<file path="config.mk">
export PLATFORM = sky130hd
export DESIGN_NAME = rxq_err_fifo
export DESIGN_NICKNAME = d
export VERILOG_FILES = /design/src/rtl/rxq_pkg.sv /design/src/rtl/rxq_store.sv /design/src/rtl/rxq_occupancy.sv /design/src/rtl/rxq_errtally.sv /design/src/rtl/rxq_err_fifo.sv
export SDC_FILE = /design/constraint.sdc
export NUM_CORES = 1
export LEC_CHECK = 0
export ABC_CLOCK_PERIOD_IN_PS = 8500
export BUFFER_PORTS_ARGS = -buffer_cell sky130_fd_sc_hd__buf_2
export CAP_MARGIN = 10
export CORE_UTILIZATION = 30
export DETAILED_ROUTE_END_ITERATION = 12
export PLACE_DENSITY = 0.4
export SLEW_MARGIN = 40
export SYNTH_ARGS = -nofsm -noshare
export SYNTH_HDL_FRONTEND = slang
export SYNTH_SLANG_ARGS = --single-unit
</file>
<file path="constraint.sdc">
create_clock -name clk -period 8.5 [get_ports clk]
set_clock_uncertainty 0.05 [all_clocks]
set_input_delay 2.55 -clock clk [delete_from_list [all_inputs] [get_ports clk]]
set_output_delay 2.55 -clock clk [all_outputs]
set_load 0.05 [all_outputs]
</file>
<file path="src/rtl/rxq_pkg.sv">
// Package: shared entry type and fixed layout constants of the count word.
// Assumes byte-wide data and two error flags per entry.
package rxq_pkg;
    localparam int DATA_W  = 8;
    localparam int FIELD_W = 6;
    localparam int N_KINDS = 2;
    localparam int KIND_PAR = 0;
    localparam int KIND_FRM = 1;

    typedef struct packed {
        logic              perr;
        logic              ferr;
        logic [DATA_W-1:0] data;
    } rxq_entry_t;
endpackage

</file>
<file path="src/rtl/rxq_store.sv">
// Module: circular storage for queue entries with write and read pointers.
// The head entry is presented combinationally (show-ahead).
// Assumes the caller only strobes wr_en when not full and rd_en when not empty.
module rxq_store
    import rxq_pkg::*;
#(
    parameter int DEPTH = 64,
    localparam int AW   = (DEPTH > 1) ? $clog2(DEPTH) : 1
) (
    input  logic       clk,
    input  logic       rst_n,
    input  logic       wr_en,
    input  rxq_entry_t wr_entry,
    input  logic       rd_en,
    output rxq_entry_t head_entry
);
    rxq_entry_t      mem [DEPTH];
    logic [AW-1:0]   wr_ptr;
    logic [AW-1:0]   rd_ptr;

    // Advance a pointer by one position, wrapping at the last slot.
    function automatic logic [AW-1:0] bump(input logic [AW-1:0] p);
        if (p == AW'(DEPTH - 1)) begin
            return '0;
        end
        return p + AW'(1);
    endfunction

    // Write an accepted entry into its slot.
    always_ff @(posedge clk) begin
        if (wr_en) begin
            mem[wr_ptr] <= wr_entry;
        end
    end

    // Move the two pointers on accepted writes and reads.
    always_ff @(posedge clk) begin
        if (!rst_n) begin
            wr_ptr <= '0;
            rd_ptr <= '0;
        end else begin
            if (wr_en) begin
                wr_ptr <= bump(wr_ptr);
            end
            if (rd_en) begin
                rd_ptr <= bump(rd_ptr);
            end
        end
    end

    // Present the oldest entry.
    always_comb begin
        head_entry = mem[rd_ptr];
    end
endmodule

</file>
<file path="src/rtl/rxq_occupancy.sv">
// Module: occupancy counter from 0 to DEPTH, with full and empty flags.
// Assumes the accept strobes have already been qualified against full and empty.
module rxq_occupancy #(
    parameter int DEPTH = 64,
    localparam int LW   = $clog2(DEPTH + 1)
) (
    input  logic          clk,
    input  logic          rst_n,
    input  logic          push_ok,
    input  logic          pop_ok,
    output logic [LW-1:0] level,
    output logic          full,
    output logic          empty
);
    // Count up on push and down on pop; leave the count alone when both or neither happen.
    always_ff @(posedge clk) begin
        if (!rst_n) begin
            level <= '0;
        end else begin
            unique case ({push_ok, pop_ok})
                2'b10:   level <= level + LW'(1);
                2'b01:   level <= level - LW'(1);
                default: level <= level;
            endcase
        end
    end

    // Derive the boundary flags from the count.
    always_comb begin
        full  = (level == LW'(DEPTH));
        empty = (level == '0);
    end
endmodule

</file>
<file path="src/rtl/rxq_errtally.sv">
// Module: exact count of stored entries that carry one kind of error flag.
// The count is wide enough to reach DEPTH without wrapping; the visible field truncates it.
// Assumes inc and dec are already qualified by accepted push and pop.
module rxq_errtally #(
    parameter int DEPTH = 64,
    localparam int LW   = $clog2(DEPTH + 1)
) (
    input  logic          clk,
    input  logic          rst_n,
    input  logic          inc,
    input  logic          dec,
    output logic [LW-1:0] total
);
    // Apply the net change of this cycle (+1, -1 or 0).
    always_ff @(posedge clk) begin
        if (!rst_n) begin
            total <= '0;
        end else begin
            unique case ({inc, dec})
                2'b10:   total <= total + LW'(1);
                2'b01:   total <= total - LW'(1);
                default: total <= total;
            endcase
        end
    end
endmodule

</file>
<file path="src/rtl/rxq_err_fifo.sv">
// Module: receive byte queue with per-entry error flags and packed error tallies.
// A push is accepted only when the queue is not full; a push into a full queue
// sets a sticky overrun flag. A pop is accepted only when the queue is not empty.
// The count word masks both fields to 0 in synchronous mode.
// Assumes the count-word layout keeps 6-bit fields, so DEPTH should be 64 or less.
module rxq_err_fifo
    import rxq_pkg::*;
#(
    parameter int DEPTH = 64,
    localparam int LW   = $clog2(DEPTH + 1)
) (
    input  logic              clk,
    input  logic              rst_n,
    input  logic              async_mode,
    input  logic              push,
    input  logic [DATA_W-1:0] push_data,
    input  logic              push_perr,
    input  logic              push_ferr,
    input  logic              pop,
    output logic [DATA_W-1:0] pop_data,
    output logic              pop_perr,
    output logic              pop_ferr,
    output logic              full,
    output logic              empty,
    output logic [LW-1:0]     level,
    output logic [15:0]       err_count_word,
    output logic              err_pending,
    output logic              overrun
);
    logic              push_ok;
    logic              pop_ok;
    rxq_entry_t        in_entry;
    rxq_entry_t        head;
    logic [N_KINDS-1:0] in_flag;
    logic [N_KINDS-1:0] head_flag;
    logic [LW-1:0]     tally [N_KINDS];
    logic [N_KINDS-1:0] kind_busy;
    logic [FIELD_W-1:0] par_field;
    logic [FIELD_W-1:0] frm_field;

    // Qualify the strobes against the current boundary flags.
    always_comb begin
        push_ok = push && !full;
        pop_ok  = pop && !empty;
    end

    // Bundle the incoming byte with its flags.
    always_comb begin
        in_entry.data = push_data;
        in_entry.perr = push_perr;
        in_entry.ferr = push_ferr;
    end

    rxq_store #(.DEPTH(DEPTH)) u_store (
        .clk        (clk),
        .rst_n      (rst_n),
        .wr_en      (push_ok),
        .wr_entry   (in_entry),
        .rd_en      (pop_ok),
        .head_entry (head)
    );

    rxq_occupancy #(.DEPTH(DEPTH)) u_occ (
        .clk     (clk),
        .rst_n   (rst_n),
        .push_ok (push_ok),
        .pop_ok  (pop_ok),
        .level   (level),
        .full    (full),
        .empty   (empty)
    );

    // Map the flags of the incoming and head entries onto the tally index order.
    always_comb begin
        in_flag[KIND_PAR]   = push_perr;
        in_flag[KIND_FRM]   = push_ferr;
        head_flag[KIND_PAR] = head.perr;
        head_flag[KIND_FRM] = head.ferr;
    end

    // One tally per error kind.
    for (genvar k = 0; k < N_KINDS; k++) begin : g_tally
        rxq_errtally #(.DEPTH(DEPTH)) u_tally (
            .clk   (clk),
            .rst_n (rst_n),
            .inc   (push_ok && in_flag[k]),
            .dec   (pop_ok && head_flag[k]),
            .total (tally[k])
        );
        assign kind_busy[k] = (tally[k] != '0);
    end

    // Record a dropped push until the next reset.
    always_ff @(posedge clk) begin
        if (!rst_n) begin
            overrun <= 1'b0;
        end else if (push && full) begin
            overrun <= 1'b1;
        end
    end

    // Drive the head entry on the read outputs, or zeros when the queue is empty.
    always_comb begin
        pop_data = empty ? '0 : head.data;
        pop_perr = !empty && head.perr;
        pop_ferr = !empty && head.ferr;
    end

    // Pack the truncated tallies and mask them in synchronous mode.
    always_comb begin
        par_field      = tally[KIND_PAR][FIELD_W-1:0];
        frm_field      = tally[KIND_FRM][FIELD_W-1:0];
        err_count_word = '0;
        if (async_mode) begin
            err_count_word[8 +: FIELD_W] = par_field;
            err_count_word[0 +: FIELD_W] = frm_field;
        end
        err_pending = async_mode && (|kind_busy);
    end
endmodule

</file>
# ---- Yosys cells after proc, flatten, opt, wreduce, memory -nomap -nowiden
# Memory sizes are Yosys's and may differ from the RTL's. A register that Yosys moved wholly into a read port is not among the register bits.
# Cells that the tools add are included.
# W data, S select, Z words.
dict set report word_totals {
  inputBits 15
  memories 1
  out_inout_bits 37
  ff_bits 34
  mem_bits_rw 640
}
# memory depth word_bits read_ports rd_clocked_by_memory_dff write_ports line_no
set mem_list {}
lappend mem_list {u_store.mem 64 10 1 1 1 rxq_store.sv:17} ;# rxq_entry_t mem [DEPTH];
dict set report op_classes {
  muxes 20
  n_reduce_logical 19
  n_addsub 8
  eq_ne 9
}
# cell n
set ops {}
lappend ops {{$mux W6} 8}
lappend ops {{$pmux W7 S2} 3}
lappend ops {{$add A7 B1 Y7 const B} 3}
lappend ops {{$sub A7 B1 Y7 const B} 3}
lappend ops {{$reduce_bool A7 Y1} 2}
lappend ops {{$add A6 B1 Y6 const B} 2}
lappend ops {{$eq A6 B6 Y1 const B} 2}
lappend ops {{$logic_and A1 B1 Y1} 10}
lappend ops {{$mux W1} 8}
lappend ops {{$mux W8} 1}
lappend ops {{$eq A7 B7 Y1 const B} 1}
lappend ops {{$logic_not A7 Y1} 1}
lappend ops {{$eq A2 B1 Y1 const B} 3}
lappend ops {{$eq A2 B2 Y1 const B} 3}
lappend ops {{$reduce_bool A2 Y1} 3}
lappend ops {{$logic_not A1 Y1} 2}
lappend ops {{$reduce_or A2 Y1} 1}

# ---- Logic depth before layout (Yosys ltp)
# Gate-level depths: netlist of run 1.
dict set report logic_depth {
  word_depth 8
  mapped_depth 17
  mapped_depth_nobuf 13
}

# ---- Modules after synthesis
# A second synthesis of run 1 with hierarchy kept.
dict set report unflattened {
  hier_cells 1464
  hier_area_um2 27521.4
}
# mod area_each_um2 cells_per_inst n_inst
set modules_own_cells {}
lappend modules_own_cells {rxq_store 25456.9 1211 1}
lappend modules_own_cells {rxq_errtally 580.6 69 2}
lappend modules_own_cells {rxq_occupancy 601.8 71 1}
lappend modules_own_cells {rxq_err_fifo 301.5 44 1}

# ---- Least setup slack after synthesis of run 1
# No wires, ideal clock.
dict set report synth_timing {
  path_kind {input-to-output}
  start {input port async_mode}
  end {output port err_count_word[10]}
  path_slack_ns 2.710
  t_arrival_ns 3.190
  n_path_buf 1
  cell_stages 2
  required_time_ns 5.900
  path_cell_list {clkbuf_1 > and2_1}
}
dict set report synth_via {
  elab_chain_cells 1
}
# element line_no
set synth_rtl {}
lappend synth_rtl {{from (decl)} rxq_err_fifo.sv:14} ;# input logic async_mode,
lappend synth_rtl {{$mux W6} rxq_err_fifo.sv:114} ;# if (async_mode) begin
lappend synth_rtl {{to (decl)} rxq_err_fifo.sv:26} ;# output logic [15:0] err_count_word,
# Every way passes these cells.

==> run metrics, run 1 <==
WL final 77.0 mm; CTS Buffer Depth 3; die area 0.0917 mm^2; utilization after layout 0.357; hold violation total from the final report 0; Register-to-Register Path Depth 14; Synthesis Warnings 0; Seq pwr share 0.416; Hold WS 0.413 ns; Post-CTS Setup Inserts 0; core area 0.0891 mm^2; critical path capture point type output pin; IO Pins 52; combinational share of power 0.214; All-Layer GR Usage 0.171; sw frac 0.302; Pins Over Slew Limit 0; crit start category flip-flop; starting density of the core 0.305; period utilization 0.792; largest net degree at the start of global routing 65; top cells by area, synth edfxtp_1 71%, mux4_2 13%, dfxtp_1 2.9%; placed instance count 2633; fin nets 1581; Post-DP Area 0.0291 mm^2; first-pass GRT wire length 110 mm; Final setup viols 0; CP cell instances buf_12, buf_12, buf_12, mux4_2, a22oi_1, nand2_1, a21oi_1, o22ai_1, buf_2; detailed-placement wirelength estimate 47.1 mm; RSZ-0062 raised after global routing no; clock slew at reported path FFs 0.06 ns; routability cong. 0.767; met1 WL 35.1 mm; Tmin final 6.73 ns; CTS buffer count 78; share of the synthesized area in the top cell type 0.708; CTS sink cnt 680; Top FF cell, synth edfxtp_1; die width 303 um; Psw 2.79 mW; Clk pwr share 0.370; list of most frequent post-synthesis cells 640 x edfxtp_1, 158 x mux4_2, 115 x nor2_1; hold_buf cts 0; TritonRoute pass-1 iters 5; DR vias/cell 5.05; R2R setup slack 3.22 ns; uppermost layer routed met5; Final WS setup 1.77 ns; most used cell, CP buf_12; wire length on met2 36.9 mm; DR DRC count 0; critical path type flip-flop to output pin; PwrDens 291 mW/mm^2; status finished clean; Lkg Pwr 9.93 nW; min-delay worst type flip-flop to flip-flop; Max-Cap Viols 0; Mapped Avg Cell Area 19.0 um^2; CP arrival 4.13 ns; post-synthesis sequential area ratio 0.737; Post-synth EDFFs 640; fin area 0.0318 mm^2; DR vias 14000; crit path max fanout 50; Pwr Total 9.24 mW; Setup TNS 0 ns; Synth async-reset ratio 0; met3 WL post-DR 3.20 mm; mapped cell area 0.0271 mm^2; P_int 6.45 mW; post-synth cell types 68; hold_sp overrun; # rows 109; fmax 0.148 GHz; Worst-Margin Slew 0.785 ns; vias in the first global route 14400; worst slack, placed 2.32 ns; DRT iter0 DRCs 1212; I/O Buffers 47; Chip Height 303 um; Antenna Nets Post-Route 0; register bit total from synthesis 680; Hold Crit Depth 2; worst flop-to-flop path endpoint g_tally[1].u_tally.total[4]; area leader, netlist edfxtp_1; grt total ovfl 0; Post-Synthesis Cells 1429; CTS H-tree depth 3; initial antenna violation count 5; relative slew slack 0.462; Area Growth Syn to Fin 17.0%; share of layout cells above drive strength 1 0.272; maximum vdd drop 0.000146 V; post-CTS sizing 0; Hold EP overrun; critical path's slowest cell a21oi_1; Worst path max stage delay 0.61 ns; Wirelength per Cell 27.7 um; Critical Path RT 5.90 ns; Root Driver clkbuf_16; Clock Latency Late Sink 0.64 ns; CTS tree yes; non-filler cells, final 2779; most frequent cell after synthesis edfxtp_1
==> critical path: cells and delay by family (launching register included) <==
| family | cells | cell delay [ns] |
|---|---|---|
| mux | 1 | 0.57 |
| flops | 1 | 0.42 |
| buf+inv | 4 | 1.15 |
| compound gates | 3 | 1.10 |
| simple gates | 1 | 0.15 |
==> power groups by stage <==
stage,Clock (mW),Combinational [mW],Sequential [mW]
2_1_floorplan,0,1.37,3.89
3_3_place_gp,0,1.94,3.95
3_5_place_dp,0,2.00,3.92
4_1_cts,3.51,2.01,3.85
5_1_grt,3.62,2.12,3.86
6_report,3.42,1.97,3.84
==> cell families after synthesis <==
kind of cell               after synthesis  synth area share
muxes                                  180             0.141
other                                    1          0.000138
and+or+nand+nor                        274            0.0503
adders and majority gates               15           0.00719
AOI/OAI and AO/OA                      164            0.0394
xor gates and xnor gates                20           0.00645
buffers and inverters                   95            0.0181
DFF                                    680             0.737
==> sequential cells by signal (all words and copies together) (netlist names), named ones only <==
| register | flops |
|---|---|
| u_store.mem | 640 |
| g_tally.u_tally.total | 14 |
| u_occ.level | 7 |
| u_store.rd_ptr | 6 |
| u_store.wr_ptr | 6 |
| overrun | 1 |
==> how the worst max path moves through the flow <==
stage                from                 end  cells past startpoint
3_3_place_gp    flip-flop         pop_data[3]                      6
5_1_grt         flip-flop         pop_data[0]                      9
4_1_cts         flip-flop         pop_data[1]                      8
3_5_place_dp    flip-flop         pop_data[1]                      8
2_1_floorplan  async_mode  err_count_word[10]                      2
6_report        flip-flop         pop_data[5]                      9
==> cells in the final DEF (no fill, tap or decap), types with 18 or more instances in the layout <==
master / synthesis / layout
edfxtp_1: 640 / 640
dfxtp_1: 40 / 37
mux2i_1: 18 / 18
buf_4: 20 / 63
o21ai_0: 29 / 28
nand2_1: 32 / 32
a21oi_1: 31 / 31
buf_2: 17 / 47
o22ai_1: 37 / 37
mux4_2: 158 / 158
nor2_1: 115 / 92
clkbuf_16: 0 / 78
nor2_2: 0 / 23
a22oi_1: 19 / 19
==> layer usage <==
| metal | track usage | vias to the layer above |
|---|---|---|
| li1 | - | 6077 |
| met1 | 0.239 | 7546 |
| met2 | 0.276 | 311 |
| met3 | 0.0279 | 109 |
| met4 | 0.0468 | 2 |
| met5 | 0 | - |
==> cell type report <==
class	count	area, um^2
Inverter	15	56.3
Antenna cell	1	2.50
Clock buffer	96	2040
Timing Repair Buffer	119	878
Multi-Input combinational cell	657	6730
Sequential cell	680	20000
Tap cell	1165	1460
Clock inverter	46	571
Fill cell	8304	57300
Power figures use the tool's default switching activity.
==> inputs of run 2 (changes only) <==
--- a/config.mk
+++ b/config.mk
@@ -5,7 +5,7 @@
 export SDC_FILE = /design/constraint.sdc
 export NUM_CORES = 1
 export LEC_CHECK = 0
-export ABC_CLOCK_PERIOD_IN_PS = 8500
+export ABC_CLOCK_PERIOD_IN_PS = 6850
 export BUFFER_PORTS_ARGS = -buffer_cell sky130_fd_sc_hd__buf_2
 export CAP_MARGIN = 10
 export CORE_UTILIZATION = 30
==> constraint.sdc (replaced) <==
create_clock -name clk -period 6.85 [get_ports clk]
set_clock_uncertainty 0.05 [all_clocks]
set_input_delay 2.055 -clock clk [delete_from_list [all_inputs] [get_ports clk]]
set_output_delay 2.055 -clock clk [all_outputs]
set_load 0.05 [all_outputs]
==> run metrics, run 2 (synthesized netlist as in run 1, its figures left out) <==
# rows 109 (unchanged); IO Pins 52 (unchanged); hold violation total from the final report 0 (unchanged); crit path max fanout 26 (-48%); All-Layer GR Usage 0.171 (about the same); TritonRoute pass-1 iters 8 (+3); Antenna Nets Post-Route 0 (unchanged); Hold EP overrun; fin nets 1587 (+0.38%); initial antenna violation count 3 (-2); routability cong. 0.792 (+3.2%); grt total ovfl 0 (unchanged); clock slew at reported path FFs 0.06 ns (about the same); share of layout cells above drive strength 1 0.277 (+0.00438); PwrDens 360 mW/mm^2 (+24%); status finished clean; Pins Over Slew Limit 0 (unchanged); Hold Crit Depth 2 (unchanged); DR DRC count 0 (unchanged); Layout fillers 8328 (+0.29%); Final WS setup 1.03 ns (-0.733 ns); Biggest register u_store.mem; CTS Buffer Depth 3 (unchanged); most frequent cells in the layout 640 x edfxtp_1, 158 x mux4_2, 83 x nor2_1; critical path type flip-flop to output pin; die width 303 um (unchanged); RSZ-0062 raised after global routing no; vias in the first global route 14400 (-0.31%); Post-CTS Setup Inserts 0 (unchanged); Area Growth Syn to Fin 16.8%; Chip Height 303 um (unchanged); Regs by FF count u_store.mem: 640 flops, g_tally.u_tally.total: 14 flops, u_occ.level: 7 flops; DRT iter0 DRCs 1126 (-7.1%); largest net degree at the start of global routing 65 (unchanged); Register-to-Register Path Depth 15 (+1); hold_sp overrun; CTS H-tree depth 3 (unchanged); CTS sink cnt 680 (unchanged); relative slew slack 0.374 (-0.0879); worst flop-to-flop path endpoint g_tally[1].u_tally.total[4]; Clock Latency Late Sink 0.64 ns (about the same); critical path capture point type output pin; Max-Cap Viols 0 (unchanged); CTS buffer count 79 (+1.3%); worst slack, placed 1.69 ns (-0.625 ns); DR vias/cell 5.09 (+0.66%); CP arrival 3.71 ns (-0.42 ns); post-CTS sizing 0 (unchanged); maximum vdd drop 0.000187 V (+28%); starting density of the core 0.305 (unchanged); die area 0.0917 mm^2 (unchanged); Worst-Margin Slew 0.929 ns (+0.144 ns); detailed-placement wirelength estimate 49.2 mm (+4.5%); min-delay worst type flip-flop to flip-flop; I/O Buffers 47 (unchanged); Largest register FFs 640 (unchanged); Setup TNS 0 ns (unchanged); crit start category flip-flop; Lkg Pwr 9.92 nW (-0.15%); Seq. cell area 0.0200 mm^2 (unchanged); CTS tree yes; Tmin final 5.82 ns; WL final 77.6 mm (+0.72%); Root Driver clkbuf_16; period utilization 0.849; Wirelength per Cell 27.8 um (+0.43%); first-pass GRT wire length 110 mm (-0.61%); fmax 0.172 GHz; core area 0.0891 mm^2 (unchanged); R2R setup slack 2.00 ns (-1.22 ns); Final setup viols 0 (unchanged); Critical Path RT 4.74 ns (-1.16 ns); leading cell type in the layout, fill and taps excluded edfxtp_1; hold_buf cts 0 (unchanged); area of the multi-input gates 0.00675 mm^2 (+0.26%); DR vias 14200 (+0.95%)
-- run 2: area by class of cell --
class                   count  share of cell area
diodes                      2            0.000158
inverters                  15             0.00177
well taps                1165              0.0460
clock inverters            49              0.0129
multi-input cells         657               0.213
repair buffers            124              0.0289
clock buffers              95              0.0662
flip-flops and latches    680               0.631
-- run 2: worst max-delay path by stage --
| stage | startpoint | cells after the start | end |
|---|---|---|---|
| 6_report | flip-flop | 7 | pop_data[5] |
| 5_1_grt | u_occ.level[0] | 7 | pop_data[1] |
| 4_1_cts | flip-flop | 7 | pop_data[1] |
| 3_5_place_dp | flip-flop | 7 | pop_data[1] |
| 3_3_place_gp | flip-flop | 6 | pop_data[3] |
| 2_1_floorplan | u_occ.level[0] | 4 | pop_data[4] |
-- run 2: per-layer routing --
layer | global-route usage | routed length, um
met2 | 0.270 | 36500
met3 | 0.0354 | 3720
met1 | 0.237 | 35200
met5 | 0 | 0
met4 | 0.0528 | 2240
-- run 2: critical path, stage by stage, from the launching register on --
cell	delay, ns
dfxtp_4	0.63
buf_12	0.30
mux4_2	0.62
a22oi_1	0.22
nand2_1	0.13
a21oi_1	0.59
o22ai_1	0.26
buf_2	0.28
-- run 2: report_power, final --
| part | internal, mW | total (mW) | leakage [nW] | switching, mW |
|---|---|---|---|---|
| Sequential | 4.63 | 4.77 | 6.08 | 0.140 |
| Combinational | 0.921 | 2.54 | 2.61 | 1.62 |
| Clock | 2.41 | 4.12 | 1.22 | 1.71 |
-- run 2: metrics by stage --
stage	instances	hold WS (ns)	utilization	cell area (um^2)	power (mW)
floorplan	1432	0.392	-	27200	6.52
global placement	2638	0.397	0.326	29100	7.42
detailed placement	2638	0.411	0.327	29100	7.43
CTS	2782	0.425	0.355	31700	11.6
global route	2785	0.458	0.356	31700	11.9
finish	2787	0.414	0.356	31700	11.4
